===== src/rtl/dxe_pkg.sv =====
package dxe_pkg;
  typedef enum logic [2:0] {
    CRC_HOLD,
    CRC_CLEAR,
    CRC_FOLD,
    CRC_SEAL,
    CRC_SHIFT
  } crc_op_e;
endpackage


===== src/rtl/dxe_crc_unit.sv =====
module dxe_crc_unit
  import dxe_pkg::*;
#(
  parameter int unsigned DATA_W = 8,
  parameter int unsigned CRC_W  = 16,
  parameter logic [CRC_W-1:0] POLY = 16'h8408
) (
  input  logic              clk,
  input  logic              rst,
  input  crc_op_e           op,
  input  logic [DATA_W-1:0] din,
  output logic [CRC_W-1:0]  acc,
  output logic [DATA_W-1:0] tx_byte
);
  // Reflected fold: data enters at the top, one bit per step, LSB first.
  function automatic logic [CRC_W-1:0] fold(input logic [CRC_W-1:0] c,
                                            input logic [DATA_W-1:0] d);
    logic [CRC_W-1:0] r;
    logic lsb;
    r = c;
    for (int i = 0; i < DATA_W; i++) begin
      lsb = r[0];
      r   = r >> 1;
      if (lsb)  r = r ^ POLY;
      if (d[i]) r[CRC_W-1] = ~r[CRC_W-1];
    end
    return r;
  endfunction

  logic [CRC_W-1:0] sealed;
  assign sealed  = fold(fold(acc, '0), '0);
  assign tx_byte = (op == CRC_SEAL) ? sealed[DATA_W-1:0] : acc[DATA_W-1:0];

  always_ff @(posedge clk) begin
    if (rst) begin
      acc <= '0;
    end else begin
      case (op)
        CRC_CLEAR: acc <= '0;
        CRC_FOLD:  acc <= fold(acc, din);
        CRC_SEAL:  acc <= sealed >> DATA_W;
        CRC_SHIFT: acc <= acc >> DATA_W;
        default:   acc <= acc;
      endcase
    end
  end

  // a clear leaves an empty accumulator
  p_crc_clear_r4: assert property (@(posedge clk) disable iff (rst)
    (op == CRC_CLEAR) |=> (acc == '0));

  // after emitting a byte, the top byte is empty
  p_crc_shift_r8: assert property (@(posedge clk) disable iff (rst)
    (op == CRC_SHIFT || op == CRC_SEAL) |=> (acc[CRC_W-1 -: DATA_W] == '0));
endmodule


===== src/rtl/dxe_gap_tracker.sv =====
module dxe_gap_tracker #(
  parameter int unsigned DATA_W = 8
) (
  input  logic              clk,
  input  logic              rst,
  input  logic              stb_rd,
  input  logic              stb_wr,
  input  logic              in_data,
  input  logic [DATA_W-1:0] din,
  output logic              covered,
  output logic              covered_nx,
  output logic              start_mark
);
  logic nz;
  assign nz         = (din != '0);
  assign start_mark = stb_rd && in_data && !covered && nz;

  always_comb begin
    if (stb_rd && in_data)     covered_nx = covered || nz;
    else if (stb_rd || stb_wr) covered_nx = 1'b0;
    else                       covered_nx = covered;
  end

  always_ff @(posedge clk) begin
    if (rst) covered <= 1'b0;
    else     covered <= covered_nx;
  end

  // a start mark arms transfer for the following bytes
  p_mark_arms_r2: assert property (@(posedge clk) disable iff (rst)
    start_mark |=> covered);

  // a read strobe inside a gap disarms transfer
  p_gap_disarms_r4: assert property (@(posedge clk) disable iff (rst)
    (stb_rd && !in_data) |=> !covered);
endmodule


===== src/rtl/disk_xfer_engine.sv =====
module disk_xfer_engine
  import dxe_pkg::*;
#(
  parameter int unsigned DATA_W = 8,
  parameter int unsigned CRC_W  = 16,
  parameter logic [CRC_W-1:0] CRC_POLY = 16'h8408
) (
  input  logic              clk,
  input  logic              rst,
  input  logic              byte_stb,
  input  logic              write_n,
  input  logic              in_data,
  input  logic              send_crc,
  input  logic              irq_en,
  input  logic              stat_rd,
  input  logic              ctrl_wr,
  input  logic [DATA_W-1:0] disk_rd_byte,
  input  logic [DATA_W-1:0] wr_data,
  output logic [DATA_W-1:0] rd_data,
  output logic              data_ready,
  output logic              irq,
  output logic              crc_err,
  output logic [DATA_W-1:0] disk_wr_byte,
  output logic              disk_wr_vld
);
  logic              stb_rd, stb_wr;
  logic              prev_crc;
  crc_op_e           crc_op;
  logic [DATA_W-1:0] crc_din;
  logic [CRC_W-1:0]  crc_acc;
  logic [DATA_W-1:0] crc_tx;
  logic [DATA_W-1:0] wr_out;
  logic              gap_cov, gap_cov_nx, start_mark;

  assign stb_rd = byte_stb && write_n;
  assign stb_wr = byte_stb && !write_n;

  always_comb begin
    crc_op  = CRC_HOLD;
    crc_din = disk_rd_byte;
    if (stb_rd) begin
      if (!in_data)       crc_op = CRC_CLEAR;
      else if (!prev_crc) crc_op = CRC_FOLD;
    end else if (stb_wr) begin
      crc_din = wr_data;
      if (send_crc)       crc_op = prev_crc ? CRC_SHIFT : CRC_SEAL;
      else if (!in_data)  crc_op = CRC_CLEAR;
      else                crc_op = CRC_FOLD;
    end
  end

  dxe_crc_unit #(.DATA_W(DATA_W), .CRC_W(CRC_W), .POLY(CRC_POLY)) u_crc (
    .clk(clk), .rst(rst), .op(crc_op), .din(crc_din),
    .acc(crc_acc), .tx_byte(crc_tx)
  );

  dxe_gap_tracker #(.DATA_W(DATA_W)) u_gap (
    .clk(clk), .rst(rst), .stb_rd(stb_rd), .stb_wr(stb_wr),
    .in_data(in_data), .din(disk_rd_byte),
    .covered(gap_cov), .covered_nx(gap_cov_nx), .start_mark(start_mark)
  );

  assign wr_out  = send_crc ? crc_tx : (in_data ? wr_data : '0);
  assign crc_err = |crc_acc;

  always_ff @(posedge clk) begin
    if (rst) begin
      prev_crc     <= 1'b0;
      rd_data      <= '0;
      data_ready   <= 1'b0;
      irq          <= 1'b0;
      disk_wr_byte <= '0;
      disk_wr_vld  <= 1'b0;
    end else begin
      disk_wr_vld <= 1'b0;
      if (stat_rd || ctrl_wr) begin
        data_ready <= 1'b0;
        irq        <= 1'b0;
      end
      if (byte_stb) begin
        prev_crc <= send_crc;
        if (write_n) begin
          if (gap_cov_nx) begin
            data_ready <= 1'b1;
            rd_data    <= disk_rd_byte;
            if (irq_en && !start_mark) irq <= 1'b1;
          end
        end else begin
          disk_wr_vld  <= 1'b1;
          disk_wr_byte <= wr_out;
          if (!send_crc) begin
            data_ready <= 1'b1;
            if (irq_en) irq <= 1'b1;
          end
        end
      end
    end
  end

  // interrupt only alongside data-ready
  p_irq_with_ready_r12: assert property (@(posedge clk) disable iff (rst)
    irq |-> data_ready);

  // status read or control write clears the flags
  p_flags_clear_r10: assert property (@(posedge clk) disable iff (rst)
    ((stat_rd || ctrl_wr) && !byte_stb) |=> (!data_ready && !irq));

  // registers hold between strobes
  p_hold_r11: assert property (@(posedge clk) disable iff (rst)
    !byte_stb |=> ($stable(rd_data) && $stable(disk_wr_byte) && !disk_wr_vld));

  // gap fill is recorded as zero
  p_gap_fill_r7: assert property (@(posedge clk) disable iff (rst)
    (stb_wr && !in_data && !send_crc) |=> (disk_wr_vld && disk_wr_byte == '0));

  // read strobes in a gap leave the read register alone
  p_gap_no_load_r4: assert property (@(posedge clk) disable iff (rst)
    (stb_rd && !in_data) |=> $stable(rd_data));
endmodule


===== config.mk =====
export PLATFORM = sky130hd
export DESIGN_NAME = disk_xfer_engine
export DESIGN_NICKNAME = d
export VERILOG_FILES = /design/src/rtl/dxe_pkg.sv /design/src/rtl/dxe_crc_unit.sv /design/src/rtl/dxe_gap_tracker.sv /design/src/rtl/disk_xfer_engine.sv
export SDC_FILE = /design/constraint.sdc
export NUM_CORES = 1
export LEC_CHECK = 0
export CORE_MARGIN = 2
export CORE_UTILIZATION = 30
export CTS_CLUSTER_SIZE = 20
export DETAILED_ROUTE_END_ITERATION = 12
export GPL_TIMING_DRIVEN = 0
export PLACE_DENSITY = 0.55
export SYNTH_ARGS = -nofsm -noshare
export SYNTH_HDL_FRONTEND = slang
export SYNTH_HIERARCHICAL = 1
export SYNTH_SLANG_ARGS = --single-unit

===== constraint.sdc =====
create_clock -name clk -period 2.1 [get_ports clk]
set_input_delay 0.42 -clock clk [delete_from_list [all_inputs] [get_ports clk]]
set_output_delay 0.42 -clock clk [all_outputs]
set_load 0.01 [all_outputs]

==> impl_metrics.tcl, run 1 <==
set metrics [dict create \
    cts_buffers 5 \
    num_antenna_cells 0 \
    dieArea_sq_um 9310 \
    antenna_found_initial 0 \
    cp_slowest_stage_delay_ns 0.50 \
    grt_usage_pct 17.4 \
    die_height_microns 96.5 \
    finalCritPeriodShare_pct 99.0 \
    cp_max_fo 5 \
    synth.distinct_cells 47 \
    rsz0062_at_grt "true" \
    yosysWarnings 6 \
    cp-end-kind "primary output" \
    holdBufCountCts 0 \
    die_w_microns 96.5 \
    portBuffers 44 \
    synth_top_area_share_pct 28.9 \
    yosys.area.top_type "dfxtp_1" \
    finalNetCount 407 \
    ys_ff_latch 37 \
    drv_cap 0 \
    finalPower_mw 1.99 \
    drive_above_1_share_pct 20.6 \
    synth_edf_count 0 \
    syn_area_sq_um 2560 \
    initialDrtViolationCount 168 \
    ys_seq_area_share_pct 28.9 \
    gp_congestion 0.806 \
    coreArea_sq_um 8260 \
    grt_pass1_wl_microns 12300 \
    fmax_ghz 0.481 \
    syn_avg_cell_area_sq_um 8.02 \
    synthTopCellsByArea "dfxtp_1 29%, xnor2_1 8.5%, nand2_1 7.9%" \
    worst_pin_slew_ns 0.567 \
    slowest_stage "clkdlybuf4s50_1" \
    synth_flop_cell "dfxtp_1" \
    max-slew-margin-rel_pct 62.2 \
    synth_async_sr_flop_share_pct 0 \
    pin_count 45 \
    crit_arrival_ns 1.66 \
    crit_chain "nor4_1, nand4_1, clkdlybuf4s50_1" \
    clock_path_buffers 2 \
    wirelength_microns 7840 \
    setup_viol 0 \
    status "finished clean" \
    postLayoutCoreUtil_pct 42.5 \
    cts_sinks 37 \
    cellLeakagePower_nw 1.40 \
    root_buffer "clkbuf_8" \
    clk_pin_slew_worst_paths_ns 0.09 \
    critPathKind "reg -> out" \
    multi_input_area_sq_um 1840 \
    hold_viol 0 \
    clock-skew-final_ns 0.00954 \
    power_density_nw_per_um2 567 \
    syn-num-nets 345 \
    h-tree-depth 2 \
    final.fill_count 857 \
    start_util_pct 31.1 \
    dpl_cell_area_sq_um 3140 \
    postRouteAntennaNets 0 \
    num_rows 33 \
    grt_max_degree 13 \
    synthesis.instances 320 \
    area_growth_pct 37.0 \
    gr-total-overflow 0 \
    vdd_drop_max_uv 335 \
    dp_hpwl_microns 5680 \
    clk_latency_ns 0.29 \
    firstDrtPassIters 4 \
    grt_pass1_vias 2340 \
    crit_required_ns 1.68 \
    wl_per_cell_microns 16.1 \
    cts_tree "built" \
    final_cell_area_sq_um 3510 \
    vias_per_cell 5.08 \
    regArea_sq_um 749 \
    hp-class "in -> reg" \
    via_count 2479 \
    finalMaxSlewViolations 0 \
    critPathLaunchType "register" \
    period_minus_slack_ns 2.08 \
    drc 0 \
]
[layer usage]
metal / part of all wire (%) / routed length, microns / track usage, % / vias to the layer above
met1: 46 / 3610 / 24.2 / 1176
met5: 0 / 0 / 0 / -
met4: 1.0 / 81 / 4.11 / 0
li1: - / - / - / 1227
met2: 48 / 3770 / 28.5 / 68
met3: 4.9 / 387 / 2.33 / 8
[synthesized netlist by cell type, types with 3 or more instances]
master,n
a21oi_1,30
a221oi_1,7
a222oi_1,3
a22oi_1,7
a2bb2oi_1,7
and2_1,5
buf_2,10
buf_6,3
clkbuf_1,7
dfxtp_1,37
nand2_1,54
nand2b_1,8
nand3b_1,4
nor2_1,36
nor2b_1,4
nor3_1,10
nor4_1,4
o21ai_0,5
xnor2_1,25
xnor2_2,3
xnor3_1,3
xor2_1,15
[metrics by stage]
stage | hold WS [ns] | cells | TNS [ns] | setup WS [ns]
final | 0.436 | 488 | 0 | 0.0201
after global routing | 0.445 | 488 | -0.203 | -0.0652
after CTS | 0.461 | 482 | 0 | 0.00457
after detailed placement | 0.448 | 469 | -23.77 | -1.00
after global placement | 0.446 | 469 | -23.72 | -1.02
after floorplan | 0.481 | 320 | 0 | 0.00637
[where the power goes]
group / internal [mW] / leakage, nW / switching, mW
Combinational: 0.362 / 1.05 / 0.353
Sequential: 0.736 / 0.304 / 0.0300
Clock: 0.230 / 0.0439 / 0.282
[state kept, by name (all words and copies together), names as in the netlist]
register,cells
u_crc/acc,16
disk_wr_byte,8
rd_data,8
data_ready,1
disk_wr_vld,1
irq,1
prev_crc,1
u_gap/covered,1
[path summary, 6_finish.rpt]
| kind | startpoint | endpoint | slack (ns) | cells past startpoint |
|---|---|---|---|---|
| max | u_crc/acc[7] | crc_err | 0.02 | 3 |
| max reg2reg | u_crc/acc[2] | disk_wr_byte[2] | 0.03 | 8 |
| min | disk_rd_byte[1] | rd_data[1] | 0.44 | 3 |
| min reg2reg | rd_data[3] | rd_data[3] | 0.46 | 2 |
[critical path: cells and delay by family, from the launching register on]
kind,cells,cell delay (ns)
and+or+nand+nor,2,0.45
buffers and inverters,1,0.50
DFF,1,0.43
[cells in the final DEF (no fill, tap or decap), drive strengths merged, types with 11 or more instances in the layout]
cell	count
xnor2	28
xor2	18
nor2	36
nand2	54
dfxtp	37
clkbuf	18
a21oi	30
buf	26
nor3	11
clkdlybuf4s50	39
[final cells by class]
| cell class | instances | share of cell area (%) |
|---|---|---|
| multi-input combinational | 257 | 52.3 |
| sequential | 37 | 21.3 |
| timing repair buffer | 55 | 14.4 |
| buffer | 24 | 5.34 |
| tap | 105 | 3.74 |
| clock buffer | 5 | 1.96 |
| clock inverter | 3 | 0.499 |
| inverter | 2 | 0.427 |
[logic make-up after synthesis]
logic type                count (synthesis)  synth area share, %
muxes                                     2                0.781
and+or+nand+nor                         137                 24.9
xor gates and xnor gates                 50                 21.5
DFF                                      37                 28.9
buffers and inverters                    26                 5.71
AOI/OAI and AO/OA                        68                 18.3
[what timing repair did]
action	CTS	global route
pin swaps	7	10
resized for setup	33	38
endpoints found under the setup margin	34	25
setup buffers	5	6
(Power assumes the default switching activity.)
==> run 2, diff against run 1 <==
CORE_MARGIN = 3   (was 2)
==> run 2 against run 1 <==
Net effect:
- register-to-register slack better by 0.05 ns
- sequential power is 0.5% higher
- global-route usage is 0.63 points lower
- critical path type is now in -> reg
- critical endpoint is now data_ready
- highest routed layer unchanged
==> impl_metrics.tcl, run 2 (synthesis results as in run 1) <==
set metrics [dict create \
    finalNetCount 420 \
    final_cell_area_sq_um 3640 \
    largest_register_ffs 16 \
    critPathKind "in -> reg" \
    fmax_ghz 0.490 \
    coreArea_sq_um 8260 \
    drive_above_1_share_pct 22.3 \
    cts_tree "built" \
    vdd_drop_max_uv 285 \
    postRouteAntennaNets 0 \
    holdWs_ns 0.439 \
    clock-skew-final_ns 0.0101 \
    die_height_microns 98.5 \
    h-tree-depth 2 \
    finalCritPeriodShare_pct 97.3 \
    grt_pass1_vias 2445 \
    initialDrtViolationCount 236 \
    final_cell_mix "54 x nand2_1, 38 x clkdlybuf4s50_1, 36 x nor2_1" \
    critPathLaunchType "input port" \
    wirelength_microns 8190 \
    gp_congestion 0.851 \
    power_density_nw_per_um2 560 \
    num_rows 33 \
    max-slew-margin-rel_pct 64.7 \
    drv_cap 0 \
    portBuffers 44 \
    area_growth_pct 41.9 \
    cp_max_fo 10 \
    vias_per_cell 5.13 \
    dp_hpwl_microns 5810 \
    postLayoutCoreUtil_pct 44.1 \
    finalMaxSlewViolations 0 \
    grt_usage_pct 16.7 \
    pin_count 45 \
    period_minus_slack_ns 2.04 \
    num_antenna_cells 0 \
    cts_buffers 5 \
    fin_ws_ns 0.0572 \
    grt_max_degree 12 \
    place_ws_ns -0.986 \
    wl_per_cell_microns 16.4 \
    antenna_found_initial 0 \
    drc 0 \
    largestRegisters "u_crc/acc x16, disk_wr_byte x8, rd_data x8" \
    status "finished clean" \
    hp-class "in -> reg" \
    gr-total-overflow 0 \
    root_buffer "clkbuf_8" \
    grt_pass1_wl_microns 13000 \
    crit_arrival_ns 2.22 \
    firstDrtPassIters 5 \
    clk_latency_ns 0.30 \
    cellLeakagePower_nw 1.47 \
    dpl_cell_area_sq_um 3140 \
    rsz0062_at_grt "true" \
    die_w_microns 98.5 \
    hold_viol 0 \
    start_util_pct 31.1 \
    cts_sinks 37 \
    clk_pin_slew_worst_paths_ns 0.08 \
    final_common_cell "nand2_1" \
    worst_pin_slew_ns 0.530 \
    crit_required_ns 2.28 \
    clock_path_buffers 2 \
    cp-end-kind "register" \
    dieArea_sq_um 9700 \
    top_register "u_crc/acc" \
    holdBufCountCts 0 \
    via_count 2564 \
    setup_viol 0 \
]
run 2: power breakdown:
part | internal (mW) | switching (mW)
Combinational | 0.402 | 0.369
Clock | 0.230 | 0.265
Sequential | 0.736 | 0.0339
run 2: routing by layer:
| layer | vias to the layer above | track usage (%) | wire, microns | part of all wire, % |
|---|---|---|---|---|
| li1 | 1246 | - | - | - |
| met1 | 1208 | 23.1 | 3630 | 44 |
| met2 | 99 | 26.3 | 3930 | 48 |
| met3 | 11 | 3.47 | 491 | 6.0 |
| met4 | 0 | 5.36 | 138 | 1.7 |
| met5 | - | 0 | 0 | 0 |
run 2: per-stage QoR:
stage	TNS, ns	total power, mW	cells
floorplan	0	1.21	320
global placement	-22.77	1.42	469
detailed placement	-23.44	1.42	469
CTS	0	1.95	486
global route	-0.0692	2.14	500
finish	0	2.04	500
run 2: path summary, 6_finish.rpt:
path                            cells past startpoint         endpoint  slack (ns)             from
worst max-delay path                                8       data_ready        0.06  disk_rd_byte[5]
worst min-delay path                                3       rd_data[1]        0.44  disk_rd_byte[1]
worst max register to register                      8  disk_wr_byte[6]        0.08     u_crc/acc[3]
worst min register to register                      2       rd_data[5]        0.46       rd_data[5]
run 2: critical path, cell delays in order:
cell and delay (ns):
clkdlybuf4s50_1 0.46, or4_4 0.57, o21ai_4 0.15, nand2_1 0.08, and3_1 0.18, buf_4 0.16
a21oi_1 0.12, a21oi_1 0.08
run 2: area by class of cell:
type                       count  area, sq um
clock inverter                 1         8.76
tap                          105          131
sequential                    37          749
fill                         815         4620
inverter                       2         15.0
timing repair buffer          68          611
clock buffer                   6         72.6
buffer                        24          194
multi-input combinational    257         1860
run 2: repair_timing:
item | in CTS | in global routing
pin swaps | 8 | 17
endpoints found under the hold margin | 0 | 0
setup endpoints to repair | 35 | 25
gates resized for setup | 33 | 41
buffers inserted | 10 | 14
==> run 3, diff against run 2 <==
ABC_AREA = 1   (was not set)
CTS_CLUSTER_SIZE = not set   (was 20)
==> run 3 against run 2 <==
Net effect:
- cell count is 13% higher
- total power hardly changed
- clock skew is 0.0018 ns lower
- clock-buffer cell count is 1 higher
- combinational power is 22% lower
- first-iteration DRC count is 35% lower
- critical path depth is 6 higher
- register-to-register slack better by 0.16 ns
- sequential cell count stayed put
- routed wire length is 1.4% lower
- die area is 1.0% higher
- hold slack better by 0.028 ns
==> impl_metrics.tcl, run 3 <==
set metrics [dict create \
    finalCritPeriodShare_pct 93.3 \
    clk_pin_slew_worst_paths_ns 0.08 \
    synth.most_common_cell "nand2_1" \
    power_density_nw_per_um2 596 \
    top_register "u_crc/acc" \
    r2r_setup_slack_ns 0.24 \
    drc 0 \
    use_met3_pct 4.53 \
    cp_max_fo 10 \
    hp-class "in -> reg" \
    area_growth_pct 31.6 \
    worst_pin_slew_ns 0.463 \
    p_sw_mw 0.656 \
    clock_path_buffers 2 \
    grt_usage_pct 17.0 \
    syn_avg_cell_area_sq_um 6.47 \
    gr-total-overflow 0 \
    final_common_cell "nand2_1" \
    crit_required_ns 2.33 \
    num_antenna_cells 0 \
    synth_async_sr_flop_share_pct 0 \
    wirelength_microns 8080 \
    grt_pass1_wl_microns 13600 \
    drive_above_1_share_pct 19.1 \
    h-tree-depth 2 \
    met2_usage_pct 27.2 \
    holdWs_ns 0.467 \
    synth_flop_cell "dfxtp_1" \
    root_buffer "clkbuf_8" \
    vdd_drop_max_uv 244 \
    hold_viol 0 \
    cts_sinks 37 \
    final_cell_mix "114 x nand2_1, 41 x nor2_1, 40 x clkdlybuf4s50_1" \
    syn_area_sq_um 2590 \
    synth_top_area_share_pct 28.6 \
    synth_common_cells "116 x nand2_1, 43 x nor2_1, 37 x dfxtp_1" \
    largestRegisters "u_crc/acc x16, disk_wr_byte x8, rd_data x8" \
    switching_share_pct 32.2 \
    power.internal_mw 1.38 \
    final.fill_count 875 \
    pin_count 45 \
    synthesis.instances 401 \
    num_rows 33 \
    coreArea_sq_um 8300 \
    rsz0062_at_grt "false" \
    largest_register_ffs 16 \
    wl_per_cell_microns 14.3 \
    critPathKind "in -> reg" \
    critPathLaunchType "input port" \
    ys_ff_latch 37 \
    syn-num-nets 426 \
    fmax_ghz 0.510 \
    cellLeakagePower_nw 1.55 \
    synth_edf_count 0 \
    max-slew-margin-rel_pct 69.2 \
    status "finished clean" \
    setup_viol 0 \
    via_count 2723 \
    cts_tree "built" \
    finalPower_mw 2.04 \
    dp_hpwl_microns 6120 \
    yosysWarnings 6 \
    synth.distinct_cells 37 \
    power_frac_comb_pct 29.8 \
    clkPwrFrac_pct 32.6 \
    clock-skew-final_ns 0.00831 \
    initialDrtViolationCount 153 \
    reg2regPathDepth 13 \
    period_minus_slack_ns 1.96 \
    p_seq_share_pct 37.6 \
    synthTopCellsByArea "dfxtp_1 29%, nand2_1 17%, a21oi_1 6.6%" \
    portBuffers 44 \
    whs_path_depth 3 \
    use_met1_pct 22.3 \
    ys_seq_area_share_pct 28.6 \
    grt_pass1_vias 2725 \
    antenna_found_initial 0 \
    postRouteAntennaNets 0 \
    firstDrtPassIters 4 \
    start_util_pct 31.3 \
    clk_latency_ns 0.29 \
    finalMaxSlewViolations 0 \
    drv_cap 0 \
    cp-end-kind "register" \
    die_height_microns 99.0 \
    crit_arrival_ns 2.19 \
    cts_buffers 5 \
    grt_max_degree 12 \
    grt.busiest_layer "met2" \
    yosys.area.top_type "dfxtp_1" \
    die_w_microns 99.0 \
    dieArea_sq_um 9800 \
    gp_congestion 0.900 \
    vias_per_cell 4.82 \
    finalNetCount 484 \
]
## run 3: critical path: stages
cell and delay (ns):
clkdlybuf4s18_2 0.26, nand2_2 0.12, nand2_2 0.09, o22ai_2 0.12, inv_2 0.09, nor2_2 0.09, inv_2 0.06, nor2_4 0.10
buf_6 0.15, nand3_1 0.10, mux2i_1 0.20, xor2_1 0.19, a21oi_1 0.09, a21oi_1 0.12
## run 3: metrics by stage
step	cell area (sq um)	setup slack, ns	util [%]	std cells	TNS, ns
6_report	3410	0.140	41.1	565	0
5_1_grt	3410	0.000919	41.1	565	0
3_5_place_dp	3170	-0.870	38.1	550	-20.11
4_1_cts	3350	0.00321	40.3	561	0
3_3_place_gp	3170	-0.813	38.1	550	-19.08
2_1_floorplan	2590	0.167	-	401	0
## run 3: layout make-up
class	instances	area (sq um)	area share, %
Inverter	46	181	5.31
Buffer	11	113	3.30
Multi-Input combinational cell	307	1650	48.3
Clock inverter	1	30.0	0.879
Sequential cell	37	741	21.7
Timing Repair Buffer	51	482	14.1
Tap cell	105	131	3.85
Clock buffer	7	86.3	2.53
## run 3: routing by layer
metal / vias to the layer above / wire, microns / part of all wire [%]
li1: 1385 / - / -
met3: 15 / 585 / 7.2
met2: 84 / 3630 / 45
met1: 1239 / 3720 / 46
met4: 0 / 143 / 1.8
met5: - / 0 / 0
## run 3: power by group through the flow
stage	sequential (mW)	combinational (mW)	clock [mW]
floorplan	0.783	0.362	0
global placement	0.781	0.565	0
detailed placement	0.780	0.571	0
CTS	0.765	0.588	0.682
global route	0.770	0.674	0.711
finish	0.765	0.606	0.665
## run 3: final timing paths
| check | startpoint | endpoint |
|---|---|---|
| max | send_crc | disk_wr_byte[3] |
| min reg2reg | irq | irq |
| max reg2reg | prev_crc | disk_wr_byte[3] |
| min | byte_stb | prev_crc |
## run 3: repair_timing
| item | 4_1_cts | 5_1_grt |
|---|---|---|
| endpoints found under the setup margin | 24 | 18 |
| hold buffers | 0 | 0 |
| pin swaps | 2 | 4 |
| resized for setup | 19 | 16 |
| setup buffers | 3 | 4 |
## run 3: kinds of logic (layout without fill, tap and decap cells)
family / after synthesis / after routing / share of synthesized area (%)
multiplexers: 1 / 1 / 0.386
AND/OR/NAND/NOR: 208 / 208 / 36.0
flip-flops: 37 / 37 / 28.6
AO/OA/AOI/OAI: 80 / 80 / 17.1
buffers and inverters: 57 / 116 / 10.4
XOR/XNOR: 18 / 18 / 7.53
